`src/rtl/rpsc_pkg.sv`:
```
package rpsc_pkg;
  localparam int REG_W     = 32;
  localparam int SPD_W     = 4;
  localparam int LS_W      = 4;
  localparam int IND_W     = 2;
  localparam int WAKE_W    = 3;
  localparam int NFLAG     = 4;

  localparam int B_CONN    = 0;
  localparam int B_ENA     = 1;
  localparam int B_OVC     = 3;
  localparam int B_PRST    = 4;
  localparam int B_LS      = 5;
  localparam int B_PWR     = 9;
  localparam int B_SPD     = 10;
  localparam int B_IND     = 14;
  localparam int B_LSSTB   = 16;
  localparam int B_CONNCHG = 17;
  localparam int B_ENACHG  = 18;
  localparam int B_OVCCHG  = 20;
  localparam int B_RSTCHG  = 21;
  localparam int B_WAKE    = 25;
  localparam int B_REMOV   = 30;

  // change-flag slots inside the flag bank
  localparam int F_CONN = 0;
  localparam int F_ENA  = 1;
  localparam int F_OVC  = 2;
  localparam int F_RST  = 3;

  localparam logic [REG_W-1:0] ZERO_MASK = 32'hB1C9_0004;

  typedef struct packed {
    logic             conn;
    logic             ovc;
    logic             remov;
    logic [SPD_W-1:0] spd;
  } sense_t;
endpackage

```
`src/rtl/rpsc_sense.sv`:
```
module rpsc_sense
  import rpsc_pkg::*;
(
  input  logic             clk,
  input  logic             rst_n,
  input  logic             hw_connect,
  input  logic [SPD_W-1:0] hw_speed,
  input  logic             hw_overcur,
  input  logic             hw_removable,
  output sense_t           sense_q,
  output logic             conn_chg,
  output logic             ovc_rise,
  output logic             disc
);
  // Input status is sampled every cycle; only the power-on reset clears it.
  always_ff @(posedge clk or negedge rst_n) begin
    if (!rst_n) begin
      sense_q <= '0;
    end else begin
      sense_q.conn  <= hw_connect;
      sense_q.ovc   <= hw_overcur;
      sense_q.remov <= hw_removable;
      sense_q.spd   <= hw_speed;
    end
  end

  assign conn_chg = hw_connect ^ sense_q.conn;
  assign ovc_rise = hw_overcur & ~sense_q.ovc;
  assign disc     = sense_q.conn & ~hw_connect;
endmodule

```
`src/rtl/rpsc_reset_seq.sv`:
```
module rpsc_reset_seq #(
  parameter int RST_CYCLES = 20
) (
  input  logic clk,
  input  logic rst_n,
  input  logic ctl_rst,
  input  logic start_req,
  input  logic ena_clr,
  output logic in_reset,
  output logic enabled,
  output logic done
);
  localparam int CW = $clog2(RST_CYCLES + 1);

  logic [CW-1:0] cnt_q;

  assign done = in_reset && (cnt_q == '0);

  always_ff @(posedge clk or negedge rst_n) begin
    if (!rst_n) begin
      in_reset <= 1'b0;
      enabled  <= 1'b0;
      cnt_q    <= '0;
    end else if (ctl_rst) begin
      in_reset <= 1'b0;
      enabled  <= 1'b0;
      cnt_q    <= '0;
    end else if (in_reset) begin
      if (done) begin
        in_reset <= 1'b0;
        enabled  <= 1'b1;
      end else begin
        cnt_q <= cnt_q - 1'b1;
      end
    end else if (start_req) begin
      in_reset <= 1'b1;
      enabled  <= 1'b0;
      cnt_q    <= CW'(RST_CYCLES - 1);
    end else if (ena_clr) begin
      enabled <= 1'b0;
    end
  end
endmodule

```
`src/rtl/rpsc_flags.sv`:
```
module rpsc_flags #(
  parameter int N = 4
) (
  input  logic         clk,
  input  logic         rst_n,
  input  logic         ctl_rst,
  input  logic [N-1:0] hw_set,
  input  logic [N-1:0] sw_clr,
  output logic [N-1:0] flag_q
);
  for (genvar i = 0; i < N; i++) begin : g_flag
    always_ff @(posedge clk or negedge rst_n) begin
      if (!rst_n)         flag_q[i] <= 1'b0;
      else if (ctl_rst)   flag_q[i] <= 1'b0;
      else if (hw_set[i]) flag_q[i] <= 1'b1;
      else if (sw_clr[i]) flag_q[i] <= 1'b0;
    end
  end
endmodule

```
`src/rtl/root_port_sc.sv`:
```
module root_port_sc
  import rpsc_pkg::*;
#(
  parameter int RST_CYCLES = 20
) (
  input  logic             clk,
  input  logic             rst_n,
  input  logic             ctl_rst,
  input  logic             hw_connect,
  input  logic [3:0]       hw_speed,
  input  logic             hw_overcur,
  input  logic             hw_removable,
  input  logic             wr_en,
  input  logic [31:0]      wr_data,
  output logic [31:0]      rd_data
);
  sense_t            sense_q;
  logic              conn_chg, ovc_rise, disc;
  logic              in_reset, enabled, rst_done;
  logic [NFLAG-1:0]  flag_set, flag_clr, flag_q;
  logic [LS_W-1:0]   ls_q;
  logic              pwr_q;
  logic [IND_W-1:0]  ind_q;
  logic [WAKE_W-1:0] wake_q;
  logic              unused_wr_bits;

  assign unused_wr_bits = ^wr_data;

  rpsc_sense u_sense (
    .clk          (clk),
    .rst_n        (rst_n),
    .hw_connect   (hw_connect),
    .hw_speed     (hw_speed),
    .hw_overcur   (hw_overcur),
    .hw_removable (hw_removable),
    .sense_q      (sense_q),
    .conn_chg     (conn_chg),
    .ovc_rise     (ovc_rise),
    .disc         (disc)
  );

  rpsc_reset_seq #(.RST_CYCLES(RST_CYCLES)) u_rseq (
    .clk       (clk),
    .rst_n     (rst_n),
    .ctl_rst   (ctl_rst),
    .start_req (wr_en & wr_data[B_PRST]),
    .ena_clr   ((wr_en & wr_data[B_ENA]) | disc),
    .in_reset  (in_reset),
    .enabled   (enabled),
    .done      (rst_done)
  );

  always_comb begin
    flag_set        = '0;
    flag_set[F_CONN] = conn_chg;
    flag_set[F_ENA]  = enabled & disc;
    flag_set[F_OVC]  = ovc_rise;
    flag_set[F_RST]  = rst_done;
    flag_clr        = '0;
    flag_clr[F_CONN] = wr_en & wr_data[B_CONNCHG];
    flag_clr[F_ENA]  = wr_en & wr_data[B_ENACHG];
    flag_clr[F_OVC]  = wr_en & wr_data[B_OVCCHG];
    flag_clr[F_RST]  = wr_en & wr_data[B_RSTCHG];
  end

  rpsc_flags #(.N(NFLAG)) u_flags (
    .clk     (clk),
    .rst_n   (rst_n),
    .ctl_rst (ctl_rst),
    .hw_set  (flag_set),
    .sw_clr  (flag_clr),
    .flag_q  (flag_q)
  );

  // plain storage fields; link state gated by its strobe
  always_ff @(posedge clk or negedge rst_n) begin
    if (!rst_n) begin
      ls_q   <= '0;
      pwr_q  <= 1'b0;
      ind_q  <= '0;
      wake_q <= '0;
    end else if (ctl_rst) begin
      ls_q   <= '0;
      pwr_q  <= 1'b0;
      ind_q  <= '0;
      wake_q <= '0;
    end else if (wr_en) begin
      pwr_q  <= wr_data[B_PWR];
      ind_q  <= wr_data[B_IND +: IND_W];
      wake_q <= wr_data[B_WAKE +: WAKE_W];
      if (wr_data[B_LSSTB]) ls_q <= wr_data[B_LS +: LS_W];
    end
  end

  always_comb begin
    rd_data                    = '0;
    rd_data[B_CONN]            = sense_q.conn;
    rd_data[B_ENA]             = enabled;
    rd_data[B_OVC]             = sense_q.ovc;
    rd_data[B_PRST]            = in_reset;
    rd_data[B_LS +: LS_W]      = ls_q;
    rd_data[B_PWR]             = pwr_q;
    rd_data[B_SPD +: SPD_W]    = sense_q.spd;
    rd_data[B_IND +: IND_W]    = ind_q;
    rd_data[B_CONNCHG]         = flag_q[F_CONN];
    rd_data[B_ENACHG]          = flag_q[F_ENA];
    rd_data[B_OVCCHG]          = flag_q[F_OVC];
    rd_data[B_RSTCHG]          = flag_q[F_RST];
    rd_data[B_WAKE +: WAKE_W]  = wake_q;
    rd_data[B_REMOV]           = sense_q.remov;
  end
endmodule

```
`config.mk`:
```
export PLATFORM = sky130hd
export DESIGN_NAME = root_port_sc
export DESIGN_NICKNAME = d
export VERILOG_FILES = /design/src/rtl/rpsc_pkg.sv /design/src/rtl/rpsc_sense.sv /design/src/rtl/rpsc_reset_seq.sv /design/src/rtl/rpsc_flags.sv /design/src/rtl/root_port_sc.sv
export SDC_FILE = /design/constraint.sdc
export NUM_CORES = 1
export LEC_CHECK = 0
export BUFFER_PORTS_ARGS = -buffer_cell sky130_fd_sc_hd__buf_2
export CORE_MARGIN = 1
export CORE_UTILIZATION = 45
export DETAILED_ROUTE_END_ITERATION = 16
export PLACE_DENSITY_LB_ADDON = 0.08
export RECOVER_POWER = 100
export SYNTH_ARGS = -nofsm -noshare
export SYNTH_HDL_FRONTEND = slang
export SYNTH_SLANG_ARGS = --single-unit
```
`constraint.sdc`:
```
create_clock -name clk -period 3.35 [get_ports clk]
set_clock_uncertainty 0.1 [all_clocks]
set_input_delay 0 -clock clk [delete_from_list [all_inputs] [get_ports clk]]
set_output_delay 0 -clock clk [all_outputs]
set_load 0.05 [all_outputs]
```
==> flow_summary.toml, run 1 <==
[global_routing]
grt_pass1_vias = 1062
grt_max_degree = 29
grt_use_total = 0.226
grt_pass1_wl_mm = 4.69
gr-total-overflow = 0
grt_antenna_before_repair = 0

[critical_path]
cp_slowest_cell = "nor4b_1"
ff2ff_path_depth = 6
worstSetupStartpointType = "flop"
critPathLaunch = "u_rseq.cnt_q[0]$_DFFE_PN0P_"
crit_type = "reg -> reg"
endpoint_kind = "flop"
critPathCapture = "u_rseq.enabled$_DFFE_PN0P_"
rr_startpoint = "u_rseq.cnt_q[0]$_DFFE_PN0P_"
reg2reg_to = "u_rseq.enabled$_DFFE_PN0P_"
crit_chain = "inv_1 -> ha_1 -> nor4b_1 -> o21ai_0 -> a21oi_1 -> dlygate4sd3_1"
crit_fanout = 6
rrSetupSlack_ns = 0.96
critPathMaxStageDelay_ns = 0.59
worstPathRequired_ns = 3.52
critPathArrivalTime_ns = 2.57

[worst_hold_path]
holdCritPathClass = "in -> reg"

[drt]
dr.pass1.iters = 3
drt_iter0_markers = 8
drc_errors = 0
ant_nets = 0
drt-wirelength-per-cell_um = 12.4
vias = 1130
via_per_inst = 4.73
routed_wl_mm = 2.96

[floorplanning]
die_w_um = 54.7
io_pins = 75
start_util = 0.490
core_area_mm2 = 0.00254
fp.dieH_um = 54.7
std_cell_rows = 18
die_area_mm2 = 0.00299

[clock_network]
cts.sinks = 28
cts.clk_slew.worst_paths_ns = 0.15
htree_levels = 1
root_buffer = "clkbuf_4"
clkLatencyLatePin_ns = 0.32
cts_buffer_depth = 2
cts_buffers = 3
tritoncts = "done"

[logic_synthesis]
synthArstFlopShare = 1.00
yosys.area.top_type = "dfrtp_1"
synth.distinct_cells = 29
synth_edf_count = 0
ys_ff_latch = 28
syn_area_mm2 = 0.00125
synth_area_leaders = "dfrtp_1 56%, buf_4 7.2%, a21oi_1 4.8%"
syn_inst = 118
ys_top_cells_by_count = "28 x dfrtp_1, 12 x a21oi_1, 12 x buf_4, 11 x nand2_1, 10 x nor2_1"
ys_warn_count = 0
yosysMostFrequentCell = "dfrtp_1"
yosysSeqAreaShare = 0.562
synth_top_area_frac = 0.562
yosys_most_used_dff = "dfrtp_1"
synth_area_per_cell_um2 = 10.6

[final_layout]
area_delta_synth_final_pct = 53.5
drive_gt1_frac = 0.144
diodes = 0
nets = 255

[sta]
hold_viol_final = 0
min_period_ns = 2.39
post-route-period-util = 0.714
slew_violations = 0
worst_slack_ns = 0.958
setup_violations = 0
fmax_mhz = 418
relSlewSlack = 0.0395
rsz0062_at_grt = "false"
worstMarginPinSlew_ns = 1.44
fin_setup_tns_ns = 0

[pwr]
power_switching_w = 0.000249
swShare = 0.329
power_density_mw_per_mm2 = 396
pwr-share-clk = 0.214
p_int_w = 0.000509
combPwrFrac = 0.292
ir_worst_vdd_uv = 331
p_leak_nw = 0.921
seq_power_share = 0.494

[place]
pre_cts_slack_ns = 1.44
portBuffers = 50
routabilityCongestion = 0.753
hpwlAfterDp_mm = 1.67

[flow_run]
drv_cap = 0

[run_status]
status = "completed"
[repair_timing]
action | in CTS | in global routing
endpoints found under the hold margin | 54 | 0
gates resized for setup | 0 | 0
setup buffers | 0 | 0
hold buffers | 46 | 0
setup endpoints to repair | 0 | 0
[metal layers]
layer / global-route usage / vias up / part of all wire
met1: 0.295 / 534 / 0.43
li1: - / 562 / -
met3: 0.0417 / 2 / 0.034
met5: 0 / - / 0
met2: 0.363 / 32 / 0.53
met4: 0.0983 / 0 / 0.0051
[sequential cells by signal, indices dropped and copies added, names as in the netlist]
register         count
u_rseq.in_reset      1
ind_q                2
u_rseq.enabled       1
u_sense.sense_q      7
ls_q                 4
u_rseq.cnt_q         5
u_flags.flag_q       4
wake_q               3
pwr_q                1
[worst min-delay path by stage]
stage                start                      endpoint  slack [ns]  cells after the start
4_1_cts              rst_n   u_rseq.cnt_q[3]$_DFFE_PN0P_        0.11                      2
6_report       hw_speed[0]  u_sense.sense_q[0]$_DFF_PN0_        0.21                      2
5_1_grt        hw_speed[0]  u_sense.sense_q[0]$_DFF_PN0_        0.18                      2
2_1_floorplan        rst_n          ind_q[0]$_DFFE_PN0P_       -0.40                      0
3_5_place_dp         rst_n    u_rseq.enabled$_DFFE_PN0P_       -0.05                      1
3_3_place_gp         rst_n    u_rseq.enabled$_DFFE_PN0P_       -0.05                      1
[worst max-delay path, delay by kind of cell (launching register included)]
family                   cells  cell delay, ns
AO/OA/AOI/OAI                2            0.34
adder cells (fa/ha/maj)      1            0.25
flip-flops                   1            0.42
buffers and inverters        2            0.65
AND/OR/NAND/NOR              1            0.59
[metrics by stage]
step           total power, W  hold slack [ns]  utilization  cells  area, um2
6_report             0.000759            0.209        0.752    239       1910
3_3_place_gp         0.000561          -0.0532        0.571    189       1450
5_1_grt              0.000800            0.183        0.752    239       1910
2_1_floorplan        0.000526           -0.396            -    126       1280
4_1_cts              0.000769            0.115        0.766    239       1950
3_5_place_dp         0.000564          -0.0523        0.571    189       1450
[cell families (layout without fill, tap and decap cells)]
logic type	count (synthesis)	after routing	synth area share
compound gates	25	25	0.124
fa+ha+maj	2	2	0.0201
buf+inv	21	104	0.101
flops	28	28	0.562
mux	6	6	0.0481
other cells	1	9	0.00301
simple gates	35	35	0.141
[power groups by stage]
stage / logic (W) / clock network [W] / registers, W
finish: 0.000222 / 0.000162 / 0.000375
global route: 0.000240 / 0.000182 / 0.000378
CTS: 0.000225 / 0.000170 / 0.000374
detailed placement: 0.000184 / 0 / 0.000380
global placement: 0.000182 / 0 / 0.000379
floorplan: 0.000104 / 0 / 0.000422
[final cells by class]
class	instances	area, um2
Tap cell	30	37.5
Clock buffer	4	36.3
Multi-Input combinational cell	77	447
Fill cell	193	631
Sequential cell	28	701
Inverter	4	15.0
Timing Repair Buffer	96	678
[cells in the final DEF, fill, tap and decap left out, types with 4 or more instances in the layout]
| cell type | instances |
|---|---|
| conb_1 | 9 |
| dlygate4sd3_1 | 46 |
| nand2_1 | 11 |
| nor2_1 | 10 |
| nand3_1 | 4 |
| mux2i_1 | 6 |
| dfrtp_1 | 28 |
| a21oi_1 | 13 |
| buf_2 | 24 |
| inv_1 | 4 |
| clkbuf_1 | 26 |
No activity file was read; power rests on OpenSTA's default activity.
==> inputs of run 2 (changes only) <==
--- a/config.mk
+++ b/config.mk
@@ -7,7 +7,7 @@
 export LEC_CHECK = 0
 export BUFFER_PORTS_ARGS = -buffer_cell sky130_fd_sc_hd__buf_2
 export CORE_MARGIN = 1
-export CORE_UTILIZATION = 45
+export CORE_UTILIZATION = 38
 export DETAILED_ROUTE_END_ITERATION = 16
 export PLACE_DENSITY_LB_ADDON = 0.08
 export RECOVER_POWER = 100
==> constraint.sdc (replaced) <==
create_clock -name clk -period 2 [get_ports clk]
set_clock_uncertainty 0.1 [all_clocks]
set_input_delay 0 -clock clk [delete_from_list [all_inputs] [get_ports clk]]
set_output_delay 0 -clock clk [all_outputs]
set_load 0.05 [all_outputs]
==> flow_summary.toml, run 2 (same netlist as run 1, synthesis figures left out) <==
[pwr]
p_leak_nw = 0.905
ir_worst_vdd_uv = 385
power_density_mw_per_mm2 = 661

[worst_hold_path]
holdCritPathClass = "in -> reg"
hp-start = "wr_en"

[clock_network]
cts_resized = 0
cts.clk_slew.worst_paths_ns = 0.14
cts.sinks = 28
cts_buffer_depth = 2
cts_setup_buffers = 0
htree_levels = 1
clkLatencyLatePin_ns = 0.32
tritoncts = "done"
cts_buffers = 3
root_buffer = "clkbuf_4"

[critical_path]
critPathArrivalTime_ns = 1.93
crit_fanout = 1
crit_type = "in -> reg"
critPathLaunch = "wr_data[8]"
endpoint_kind = "flop"
worstSetupStartpointType = "input pin"
rr_startpoint = "u_rseq.cnt_q[0]$_DFFE_PN0P_"
worstPathRequired_ns = 2.12

[floorplanning]
die_area_mm2 = 0.00352
start_util = 0.405
io_pins = 75
core_area_mm2 = 0.00308
std_cell_rows = 20
fp.dieH_um = 59.3
die_w_um = 59.3

[final_layout]
layout_common_cells = "43 x dlygate4sd3_1, 28 x dfrtp_1, 26 x clkbuf_1, 23 x buf_2, 12 x a21oi_1"
top_register = "u_sense.sense_q"
nets = 253
largest_register_ffs = 7
drive_gt1_frac = 0.150
reg_top3 = "u_sense.sense_q: 7 flops, u_rseq.cnt_q: 5 flops"
diodes = 0
area_delta_synth_final_pct = 52.9
final_common_cell = "dlygate4sd3_1"
fin_util = 0.620

[sta]
hold_viol_final = 0
worstMarginPinSlew_ns = 1.46
setup_violations = 0
post-route-period-util = 0.904
relSlewSlack = 0.0246
fin_setup_tns_ns = 0
rsz0062_at_grt = "false"
slew_violations = 0
min_period_ns = 1.81
worst_slack_ns = 0.192
fmax_mhz = 553

[drt]
drt_iter0_markers = 32
via_per_inst = 4.59
vias = 1153
ant_nets = 0
drc_errors = 0
dr.pass1.iters = 4
routed_wl_mm = 2.98
drt-wirelength-per-cell_um = 11.9

[global_routing]
grt_pass1_wl_mm = 4.78
gr-total-overflow = 0
grt_pass1_vias = 1108
grt_antenna_before_repair = 0
grt_use_total = 0.184
grt_max_degree = 29

[run_status]
status = "completed"

[place]
pre_cts_slack_ns = 0.321
portBuffers = 50
routabilityCongestion = 0.712
hpwlAfterDp_mm = 1.66

[flow_run]
drv_cap = 0
==> run 2: cell types whose count changed in the layout (fill, tap and decap cells not counted), sizes merged <==
cell | before | now
clkbuf | 30 | 32
buf | 24 | 23
dlygate4sd3 | 46 | 43
==> run 2: power by group <==
| part | switching (W) | internal (W) | leakage [nW] |
|---|---|---|---|
| Clock | 0.000158 | 0.000111 | 0.0210 |
| Sequential | 0.0000272 | 0.000600 | 0.363 |
| Combinational | 0.000230 | 0.000135 | 0.521 |
==> run 2: timing repair <==
| item | CTS | global route |
|---|---|---|
| setup endpoints to repair | 0 | 0 |
| hold buffers | 43 | 0 |
| endpoints found under the hold margin | 54 | 0 |
==> run 2: metrics by stage <==
| step | cell area, um2 | total power (W) | hold WS, ns | cells |
|---|---|---|---|---|
| 4_1_cts | 1950 | 0.00129 | 0.0947 | 251 |
| 5_1_grt | 1910 | 0.00133 | 0.140 | 251 |
| 2_1_floorplan | 1280 | 0.000881 | -0.396 | 126 |
| 3_5_place_dp | 1480 | 0.000952 | -0.0479 | 204 |
| 6_report | 1910 | 0.00126 | 0.0962 | 251 |
| 3_3_place_gp | 1480 | 0.000948 | -0.0489 | 204 |
==> run 2: metal layers <==
layer	vias up	wire length, um	GRT usage
met1	553	1260	0.216
met3	6	90	0.0218
met4	0	55	0.0816
met5	-	0	0
met2	37	1570	0.335
li1	557	-	-
==> run 2: path summary, 6_finish.rpt <==
path	endpoint	slack, ns	cells after the start
max	ls_q[3]$_DFFE_PN0P_	0.19	6
min	u_flags.flag_q[3]$_DFFE_PN0P_	0.1	4
max reg2reg	u_rseq.cnt_q[0]$_DFFE_PN0P_	0.29	5
min reg2reg	u_rseq.cnt_q[1]$_DFFE_PN0P_	0.45	1
max in group asynchronous	u_rseq.enabled$_DFFE_PN0P_	0.52	2
min in group asynchronous	ls_q[2]$_DFFE_PN0P_	0.44	2
==> run 2: cell type report <==
| type | count | area, um2 |
|---|---|---|
| fillers | 272 | 1170 |
| flip-flops and latches | 28 | 701 |
| clock buffers | 4 | 36.3 |
| multi-input cells | 77 | 447 |
| well taps | 44 | 55.1 |
| repair buffers | 94 | 653 |
| inverters | 4 | 15.0 |
==> run 2: critical path: stages <==
cell           delay, ns
dlygate4sd3_1       0.53
buf_2               0.12
nand3_1             0.07
dlygate4sd3_1       0.58
a21oi_1             0.06
dlygate4sd3_1       0.57
==> inputs of run 3 (changes only) <==
--- a/config.mk
+++ b/config.mk
@@ -5,9 +5,10 @@
 export SDC_FILE = /design/constraint.sdc
 export NUM_CORES = 1
 export LEC_CHECK = 0
+export ABC_AREA = 1
 export BUFFER_PORTS_ARGS = -buffer_cell sky130_fd_sc_hd__buf_2
 export CORE_MARGIN = 1
-export CORE_UTILIZATION = 38
+export CORE_UTILIZATION = 39
 export DETAILED_ROUTE_END_ITERATION = 16
 export PLACE_DENSITY_LB_ADDON = 0.08
 export RECOVER_POWER = 100
==> constraint.sdc (replaced) <==
create_clock -name clk -period 2 [get_ports clk]
set_clock_uncertainty 0.1 [all_clocks]
set_input_delay 0.4 -clock clk [delete_from_list [all_inputs] [get_ports clk]]
set_output_delay 0.4 -clock clk [all_outputs]
set_load 0.05 [all_outputs]
==> flow_summary.toml, run 3 <==
[final_layout]
fin_cells = 238
area_delta_synth_final_pct = 15.6
final_common_cell = "nand2_1"
top_register = "u_sense.sense_q"
drive_gt1_frac = 0.201
seq_area_um2 = 701
diodes = 0
multi_input_area_um2 = 449
largest_register_ffs = 7
nets = 240
reg_top3 = "u_sense.sense_q: 7 flops, u_rseq.cnt_q: 5 flops"
layout_common_cells = "37 x nand2_1, 28 x dfrtp_1, 24 x buf_2, 24 x clkbuf_1, 21 x nand3_1"
n_fill_cell = 326

[floorplanning]
die_area_mm2 = 0.00362
die_w_um = 60.2
core_area_mm2 = 0.00313
fp.dieH_um = 60.2
std_cell_rows = 20
io_pins = 75
start_util = 0.422

[clock_network]
htree_levels = 1
root_buffer = "clkbuf_4"
cts.clk_slew.worst_paths_ns = 0.14
cts_resized = 0
clkLatencyLatePin_ns = 0.32
cts_buffers = 3
cts_hold_buf = 1
cts_setup_buffers = 0
tritoncts = "done"
cts_buffer_depth = 2
cts.sinks = 28

[logic_synthesis]
synth_area_per_cell_um2 = 8.93
yosysSeqAreaShare = 0.530
synth_area_leaders = "dfrtp_1 53%, nand2_1 10%, nand3_1 7.6%"
ys_ff_latch = 28
yosysMostFrequentCell = "nand2_1"
synth_top_area_frac = 0.530
yosys_most_used_dff = "dfrtp_1"
synth_edf_count = 0
syn_area_mm2 = 0.00132
synthArstFlopShare = 1.00
ys_warn_count = 0
synth.distinct_cells = 24
syn_inst = 148
yosys.area.top_type = "dfrtp_1"
ys_top_cells_by_count = "36 x nand2_1, 28 x dfrtp_1, 20 x nand3_1, 13 x buf_4, 11 x inv_1"

[drt]
dr.pass1.iters = 4
drt_iter0_markers = 46
routed_wl_mm = 2.69
ant_nets = 0
vias = 1081
drc_errors = 0
via_per_inst = 4.54
drt-wirelength-per-cell_um = 11.3

[critical_path]
critPathLaunch = "u_rseq.in_reset$_DFF_PN0_"
crit_chain = "clkbuf_2"
path_buf_inv = 1
critPathCapture = "rd_data[4]"
critPathArrivalTime_ns = 1.25
crit_fanout = 10
reg2reg_to = "u_rseq.cnt_q[1]$_DFFE_PN0P_"
worstPathRequired_ns = 1.50
rrSetupSlack_ns = 0.44
critical_path_depth = 1
crit_family = "flip-flops"
critPathMaxStageDelay_ns = 0.58
endpoint_kind = "output port"
crit_type = "reg -> out"
cp_slowest_cell = "dfrtp_1"
worstSetupStartpointType = "flop"
rr_startpoint = "u_rseq.cnt_q[0]$_DFFE_PN0P_"
ff2ff_path_depth = 6

[pwr]
swShare = 0.354
p_leak_nw = 0.813
power_switching_w = 0.000436
p_int_w = 0.000796
power_density_mw_per_mm2 = 806
ir_worst_vdd_uv = 392
pwr-share-clk = 0.220
combPwrFrac = 0.263
seq_power_share = 0.517

[global_routing]
grt_antenna_before_repair = 0
grt_pass1_vias = 1000
grt_max_degree = 29
grt_pass1_wl_mm = 4.35
gr-total-overflow = 0
grt_use_total = 0.163

[sta]
hold_viol_final = 0
rsz0062_at_grt = "false"
fmax_mhz = 572
relSlewSlack = 0.534
min_period_ns = 1.75
worstMarginPinSlew_ns = 0.698
post-route-period-util = 0.875
setup_violations = 0
fin_setup_tns_ns = 0
slew_violations = 0

[place]
place_inst = 233
routabilityCongestion = 0.705
portBuffers = 50
hpwlAfterDp_mm = 2.01

[run_status]
status = "completed"

[worst_hold_path]
holdCritPathClass = "in -> reg"

[flow_run]
drv_cap = 0
-- run 3: final cells by class --
| cell class | count | share of cell area |
|---|---|---|
| inverters | 15 | 0.0369 |
| repair buffers | 51 | 0.151 |
| flip-flops and latches | 28 | 0.459 |
| clock buffers | 4 | 0.0238 |
| well taps | 44 | 0.0360 |
| multi-input cells | 96 | 0.294 |
-- run 3: power groups by stage --
stage,clock (W),combinational (W),sequential (W)
after global routing,0.000307,0.000359,0.000642
after CTS,0.000290,0.000348,0.000636
final,0.000271,0.000324,0.000637
after global placement,0,0.000337,0.000645
after floorplan,0,0.000208,0.000717
after detailed placement,0,0.000346,0.000647
-- run 3: how the worst min path moves through the flow --
| stage | start | end | slack, ns | depth (start not counted) |
|---|---|---|---|---|
| after detailed placement | rst_n | pwr_q$_DFFE_PN0P_ | 0.35 | 1 |
| after CTS | hw_speed[3] | u_sense.sense_q[3]$_DFF_PN0_ | 0.05 | 1 |
| final | hw_speed[3] | u_sense.sense_q[3]$_DFF_PN0_ | 0.07 | 1 |
| after global routing | hw_removable | u_sense.sense_q[4]$_DFF_PN0_ | 0.04 | 1 |
| after floorplan | rst_n | ind_q[0]$_DFFE_PN0P_ | 0.004 | 0 |
| after global placement | rst_n | pwr_q$_DFFE_PN0P_ | 0.35 | 1 |
-- run 3: cells by family after synthesis --
logic type,Yosys count,synth area share
AO/OA/AOI/OAI,16,0.0653
adder cells (fa/ha/maj),2,0.0189
buffers and inverters,32,0.135
flip-flops,28,0.530
other,1,0.00284
AND/OR/NAND/NOR,69,0.247
-- run 3: metal layers --
metal / share of wire / GRT usage
met1: 0.43 / 0.194
met2: 0.50 / 0.286
met5: 0 / 0
met4: 0.0089 / 0.0698
met3: 0.059 / 0.0303
-- run 3: stage by stage --
| step | setup WS, ns | util | power (W) | cell area, um2 | hold WS [ns] |
|---|---|---|---|---|---|
| after floorplan | 0.646 | - | 0.000925 | 1350 | 0.00441 |
| after CTS | 0.245 | 0.505 | 0.00127 | 1580 | 0.0545 |
| final | 0.251 | 0.488 | 0.00123 | 1530 | 0.0716 |
| after detailed placement | 0.419 | 0.490 | 0.000992 | 1530 | 0.354 |
| after global routing | 0.163 | 0.488 | 0.00131 | 1530 | 0.0436 |
| after global placement | 0.465 | 0.490 | 0.000982 | 1530 | 0.352 |
